File: config.mk
export PLATFORM = sky130hd
export DESIGN_NAME = rxbuf_wb_gen
export DESIGN_NICKNAME = d
export VERILOG_FILES = /design/src/rtl/rxwb_pkg.sv /design/src/rtl/rxwb_err_reduce.sv /design/src/rtl/rxwb_seg_tracker.sv /design/src/rtl/rxbuf_wb_gen.sv
export SDC_FILE = /design/constraint.sdc
export NUM_CORES = 1
export LEC_CHECK = 0
export BUFFER_PORTS_ARGS = -buffer_cell sky130_fd_sc_hd__buf_4
export CORE_ASPECT_RATIO = 2
export CORE_MARGIN = 2
export CORE_UTILIZATION = 45
export CTS_CLUSTER_DIAMETER = 30
export DETAILED_ROUTE_END_ITERATION = 8
export MAX_ROUTING_LAYER = met4
export PLACE_DENSITY = 0.8
export SLEW_MARGIN = 20
export SYNTH_ARGS = -nofsm -noshare
export SYNTH_HDL_FRONTEND = slang
export SYNTH_SLANG_ARGS = --single-unit
File: constraint.sdc
create_clock -name clk -period 2.65 [get_ports clk]
set_input_delay 0 -clock clk [delete_from_list [all_inputs] [get_ports clk]]
set_output_delay 0 -clock clk [all_outputs]
set_load 0.02 [all_outputs]
File: src/rtl/rxwb_pkg.sv
package rxwb_pkg;
  localparam int STAT_W = 12;
  localparam int MASK_W = 9;

  typedef enum logic [1:0] {
    POS_MID   = 2'b00,
    POS_LAST  = 2'b01,
    POS_FIRST = 2'b10,
    POS_ONLY  = 2'b11
  } pos_e;
endpackage

File: src/rtl/rxwb_err_reduce.sv
module rxwb_err_reduce #(
  parameter int STAT_W = 12,
  parameter int MASK_W = 9
) (
  input  logic [STAT_W-1:0] status,
  input  logic [MASK_W-1:0] mask,
  output logic              err
);
  localparam int FIXED_W = STAT_W - MASK_W;

  logic [STAT_W-1:0] live;

  genvar g;
  generate
    for (g = 0; g < STAT_W; g++) begin : g_bit
      if (g < MASK_W) begin : g_maskable
        assign live[g] = status[g] & ~mask[g];
      end else begin : g_fixed
        assign live[g] = status[g];
      end
    end
  endgenerate

  assign err = |live;


  always_comb begin
    if (FIXED_W > 0) begin
      fixed_bits_chk: assert (!(|status[STAT_W-1:MASK_W]) || err);
    end
  end
endmodule

File: src/rtl/rxwb_seg_tracker.sv
module rxwb_seg_tracker
  import rxwb_pkg::*;
#(
  parameter int CNT_W = 8
) (
  input  logic             clk,
  input  logic             rst,
  input  logic             beat,
  input  logic             sof,
  input  logic             eof,
  input  logic [CNT_W-1:0] buf_size,
  output logic             emit,
  output logic             is_final,
  output pos_e             pos,
  output logic [CNT_W-1:0] count
);
  logic [CNT_W-1:0] fill;
  logic             first_buf;
  logic [CNT_W-1:0] base;
  logic [CNT_W-1:0] next_fill;
  logic             first_now;
  logic             full;

  always_comb begin
    base      = sof ? '0 : fill;
    first_now = sof | first_buf;
    next_fill = base + 1'b1;
    full      = (next_fill == buf_size);
    emit      = beat & (eof | full);
    is_final  = eof;
    count     = next_fill;
    if (eof) pos = first_now ? POS_ONLY : POS_LAST;
    else     pos = first_now ? POS_FIRST : POS_MID;
  end

  always_ff @(posedge clk) begin
    if (rst) begin
      fill      <= '0;
      first_buf <= 1'b1;
    end else if (beat) begin
      if (eof) begin
        fill      <= '0;
        first_buf <= 1'b1;
      end else if (full) begin
        fill      <= '0;
        first_buf <= 1'b0;
      end else begin
        fill      <= next_fill;
        first_buf <= first_now;
      end
    end
  end


  fill_in_range_chk: assert property (@(posedge clk) disable iff (rst)
    fill < buf_size);
endmodule

File: src/rtl/rxbuf_wb_gen.sv
module rxbuf_wb_gen
  import rxwb_pkg::*;
#(
  parameter int CNT_W = 8,
  parameter int IDX_W = 4
) (
  input  logic                 clk,
  input  logic                 rst,
  input  logic                 in_valid,
  input  logic                 in_sof,
  input  logic                 in_eof,
  output logic                 in_ready,
  input  logic [CNT_W-1:0]     buf_size,
  input  logic [STAT_W-1:0]    frame_status,
  input  logic [MASK_W-1:0]    err_mask,
  output logic                 wb_valid,
  input  logic                 wb_ready,
  output logic [IDX_W-1:0]     wb_index,
  output logic [1:0]           wb_pos,
  output logic                 wb_err,
  output logic [STAT_W-1:0]    wb_status,
  output logic [CNT_W-1:0]     wb_count
);
  logic             beat;
  logic             emit;
  logic             is_final;
  pos_e             seg_pos;
  logic [CNT_W-1:0] seg_count;
  logic             sum_err;
  logic [IDX_W-1:0] next_idx;

  assign in_ready = ~wb_valid;
  assign beat     = in_valid & in_ready;

  rxwb_seg_tracker #(.CNT_W(CNT_W)) seg_i (
    .clk      (clk),
    .rst      (rst),
    .beat     (beat),
    .sof      (in_sof),
    .eof      (in_eof),
    .buf_size (buf_size),
    .emit     (emit),
    .is_final (is_final),
    .pos      (seg_pos),
    .count    (seg_count)
  );

  rxwb_err_reduce #(.STAT_W(STAT_W), .MASK_W(MASK_W)) err_i (
    .status (frame_status),
    .mask   (err_mask),
    .err    (sum_err)
  );

  always_ff @(posedge clk) begin
    if (rst) begin
      wb_valid  <= 1'b0;
      wb_index  <= '0;
      wb_pos    <= 2'b00;
      wb_err    <= 1'b0;
      wb_status <= '0;
      wb_count  <= '0;
      next_idx  <= '0;
    end else begin
      if (wb_valid && wb_ready) wb_valid <= 1'b0;
      if (emit) begin
        wb_valid  <= 1'b1;
        wb_index  <= next_idx;
        next_idx  <= next_idx + 1'b1;
        wb_pos    <= seg_pos;
        wb_err    <= is_final ? sum_err : 1'b0;
        wb_status <= is_final ? frame_status : '0;
        wb_count  <= seg_count;
      end
    end
  end

  // Checker state: a frame has an open (non-final) descriptor outstanding
  logic open_frame;
  always_ff @(posedge clk) begin
    if (rst) open_frame <= 1'b0;
    else if (wb_valid && wb_ready) open_frame <= ~wb_pos[0];
  end


  hold_stable_chk: assert property (@(posedge clk) disable iff (rst)
    wb_valid && !wb_ready |=> wb_valid && $stable(wb_index) && $stable(wb_pos)
      && $stable(wb_err) && $stable(wb_status) && $stable(wb_count));


  nonfinal_zero_chk: assert property (@(posedge clk) disable iff (rst)
    wb_valid && !wb_pos[0] |-> wb_status == '0 && !wb_err);


  nonfinal_full_chk: assert property (@(posedge clk) disable iff (rst)
    wb_valid && !wb_pos[0] |-> wb_count == buf_size);


  count_bound_chk: assert property (@(posedge clk) disable iff (rst)
    wb_valid |-> wb_count != '0 && wb_count <= buf_size);


  order_chk: assert property (@(posedge clk) disable iff (rst)
    wb_valid |-> (open_frame ? !wb_pos[1] : wb_pos[1]));


  fixed_err_chk: assert property (@(posedge clk) disable iff (rst)
    wb_valid && |wb_status[STAT_W-1:MASK_W] |-> wb_err);
endmodule

==> flow_summary_export.csv <==
group,metric,value,unit
run_status,status,"finished, final reports clean",
timing,min_period,2.54,ns
synth,synth_commonest_cells,"47 x nand2_1, 41 x dfxtp_1, 26 x a21oi_1",
timing,grt_setup_unrepaired,"yes",
timing,setup_viol_count_final,0,
finish,stdcell_count,442,
timing,fin_crit_sh,96.0,%
finish,layout-drive-gt1-share,29.2,%
setup_path,worst_setup_path_start_kind,"flip-flop",
global_routing,grt_start_max_net_pins,34,
synth,syn_nets,339,
setup_path,crit_path_max_incr_delay,0.52,ns
job,drv_cap,0,
clock_tree,cts_buffers,5,
synth,yosys_register_bits,41,
synth,yosysTopAreaCell,"dfxtp_1",
floorplan,start_util,46.9,%
setup_path,cp_slowest_cell,"or4_4",
setup_path,arrival,2.72,ns
route,drt-pass1-iter-count,5,
global_routing,grt_pass1_wl,12500,um
synth,synth.top_cell.area_share,33.8,%
placed_design,place_hpwl,5100,um
synth,synthTopCellsByArea,"dfxtp_1 34%, nand2_1 7.3%, mux2i_1 6.2%",
worst_hold_path,worstHoldPathType,"in2reg",
timing,relSlewSlack,59.9,%
synth,ys_seq_area_share,33.8,%
finish,area_delta_synth_final,35.4,%
finish,nFillCells,420,
timing,fin_skew,0.00969,ns
synth,syn_avg_cell_area,8.02,um^2
clock_tree,clk_latency,0.30,ns
synth,synth_ff_type,"dfxtp_1",
clock_tree,cts_tree,"built",
clock_tree,cts_max_level,2,
finish,design_area,3290,um^2
route,viasPerCell,6.00,
placed_design,numPortBuffers,63,
route,drt-wirelength-per-cell,16.9,um
synth,netlist_instances,303,
global_routing,grt_pass1_vias,2780,
global_routing,overflow,0,
synth,yosysMostFrequentCell,"nand2_1",
placed_design,dpl_cell_area,3030,um^2
power_and_ir_drop,vdd_drop_max,0.526,mV
floorplan,die_w,56.0,um
clock_tree,clkSinkCount,41,
setup_path,end_kind,"flip-flop",
setup_path,critPathKind,"reg2reg",
floorplan,core.rowCount,37,
placed_design,dp_cells,421,
timing,fmax,0.393,GHz
clock_tree,post_cts_buffers,0,
synth,ys_types,58,
placed_design,place_congestion,0.894,
setup_path,crit_buf_inv,1,
route,finalWirelength,7490,um
timing,hold_ws,0.0676,ns
route,vias,2654,
clock_tree,cts_max_path_buffers,2,
finish,diodes,0,
timing,finalMaxSlewViolations,0,
floorplan,die_h,108,um
power_and_ir_drop,power.leakage,0.00139,uW
power_and_ir_drop,power,1440,uW
synth,yosysWarnings,0,
route,drtIter0Drc,103,
route,ant_nets,0,
timing,worstMarginPinSlew,0.600,ns
power_and_ir_drop,power_density,437,nW/um^2
setup_path,crit_chain,"nand4_1 -> or4_4 -> and3_4 -> nor4b_4 -> nand2_4 -> buf_4 -> o311ai_0 -> a21oi_1",
finish,fin_nets,419,
setup_path,cp.required,2.83,ns
floorplan,die_area,6040,um^2
setup_path,cp_max_fo,12,
clock_tree,cts-root-buf,"clkbuf_8",
global_routing,grt_usage,26.8,%
synth,async_flop_share,0,%
timing,hold_viol,0,
synth,syn_area,2430,um^2
synth,synth-edff-count,0,
setup_path,critical-path-top-delay-family,"simple AND/OR/NAND/NOR gates",
floorplan,io_pins,64,
global_routing,antenna_found_initial,0,
clock_tree,clkSlewWorstSetupHoldPaths,0.09,ns
floorplan,core-area,5180,um^2
route,drc,0,
==> where the power goes <==
part | leakage (uW) | internal, uW | switching [uW] | total, uW
clock | 0.0000543 | 282 | 233 | 515
sequential | 0.000334 | 634 | 12.4 | 646
combinational | 0.00100 | 124 | 151 | 275
==> placed cells by master (no fill, tap or decap), types with 5 or more instances in the layout <==
master | synthesis | routed
buf_4 | 1 | 86
nand2_1 | 47 | 47
dfxtp_1 | 41 | 39
a21oi_1 | 26 | 26
inv_1 | 18 | 18
mux2i_1 | 15 | 15
dlygate4sd3_1 | 0 | 13
nor2_1 | 11 | 11
o21ai_0 | 9 | 9
nor3_1 | 9 | 9
nand3_1 | 9 | 9
o311ai_0 | 15 | 8
o311ai_1 | 0 | 6
xnor2_1 | 5 | 5
or2_2 | 5 | 5
clkbuf_8 | 0 | 5
==> final cells by class <==
class	instances	area [um^2]	area share, %
multi-input combinational	218	1440	43.7
sequential	41	823	25.0
timing repair buffer	99	776	23.6
tap	58	72.6	2.21
clock buffer	5	68.8	2.09
inverter	18	67.6	2.05
clock inverter	3	46.3	1.41
==> worst paths after layout <==
kind                            slack, ns          start  depth (start not counted)         endpoint
worst min-delay path                 0.07         in_eof                          3  seg_i.first_buf
worst max-delay path                 0.11  seg_i.fill[2]                          8     wb_status[6]
worst max register to register       0.11  seg_i.fill[2]                          8     wb_status[6]
worst min register to register       0.47    wb_count[3]                          2      wb_count[3]
==> repair_timing <==
| item | CTS | global route |
|---|---|---|
| resized for setup | 1 | 12 |
| pin swaps | 0 | 1 |
| hold buffers | 13 | 0 |
| setup endpoints to repair | 10 | 30 |
| hold endpoints to repair | 13 | 0 |
==> registers in the layout, indices dropped and copies added, names as in the netlist <==
| name | flops |
|---|---|
| wb_status | 12 |
| seg_i.fill | 8 |
| wb_count | 8 |
| next_idx | 4 |
| wb_index | 4 |
| wb_pos | 2 |
| seg_i.first_buf | 1 |
| wb_err | 1 |
| wb_valid | 1 |
==> routing by layer <==
layer | GRT usage, % | routed length (um) | vias to the layer above
met1 | 25.0 | 2550 | 1245
met2 | 50.6 | 4190 | 117
met3 | 3.13 | 378 | 27
li1 | - | - | 1265
met4 | 16.5 | 368 | 0
met5 | - | 0 | -
==> through the flow <==
stage,setup WS (ns),TNS (ns),utilization (%)
2_1_floorplan,0.186,0,-
3_3_place_gp,0.0390,0,58.4
3_5_place_dp,-0.0353,-0.174,58.4
4_1_cts,0.0124,0,63.2
5_1_grt,0.00196,0,63.5
6_report,0.107,0,63.5
==> worst min-delay path, delay by kind of cell <==
family	cells	cell delay (ns)
compound gates	2	0.16
buf+inv	1	0.16
==> cells by family after synthesis <==
logic type                 count (synthesis)  share of synthesized area (%)
DFF                                       41                           33.8
AOI/OAI and AO/OA                         84                           25.3
xor gates and xnor gates                   7                           2.52
muxes                                     18                           7.57
adders and majority gates                  1                          0.515
and+or+nand+nor                          108                           22.6
buffers and inverters                     44                           7.72
No activity file was read; power rests on OpenSTA's default activity.
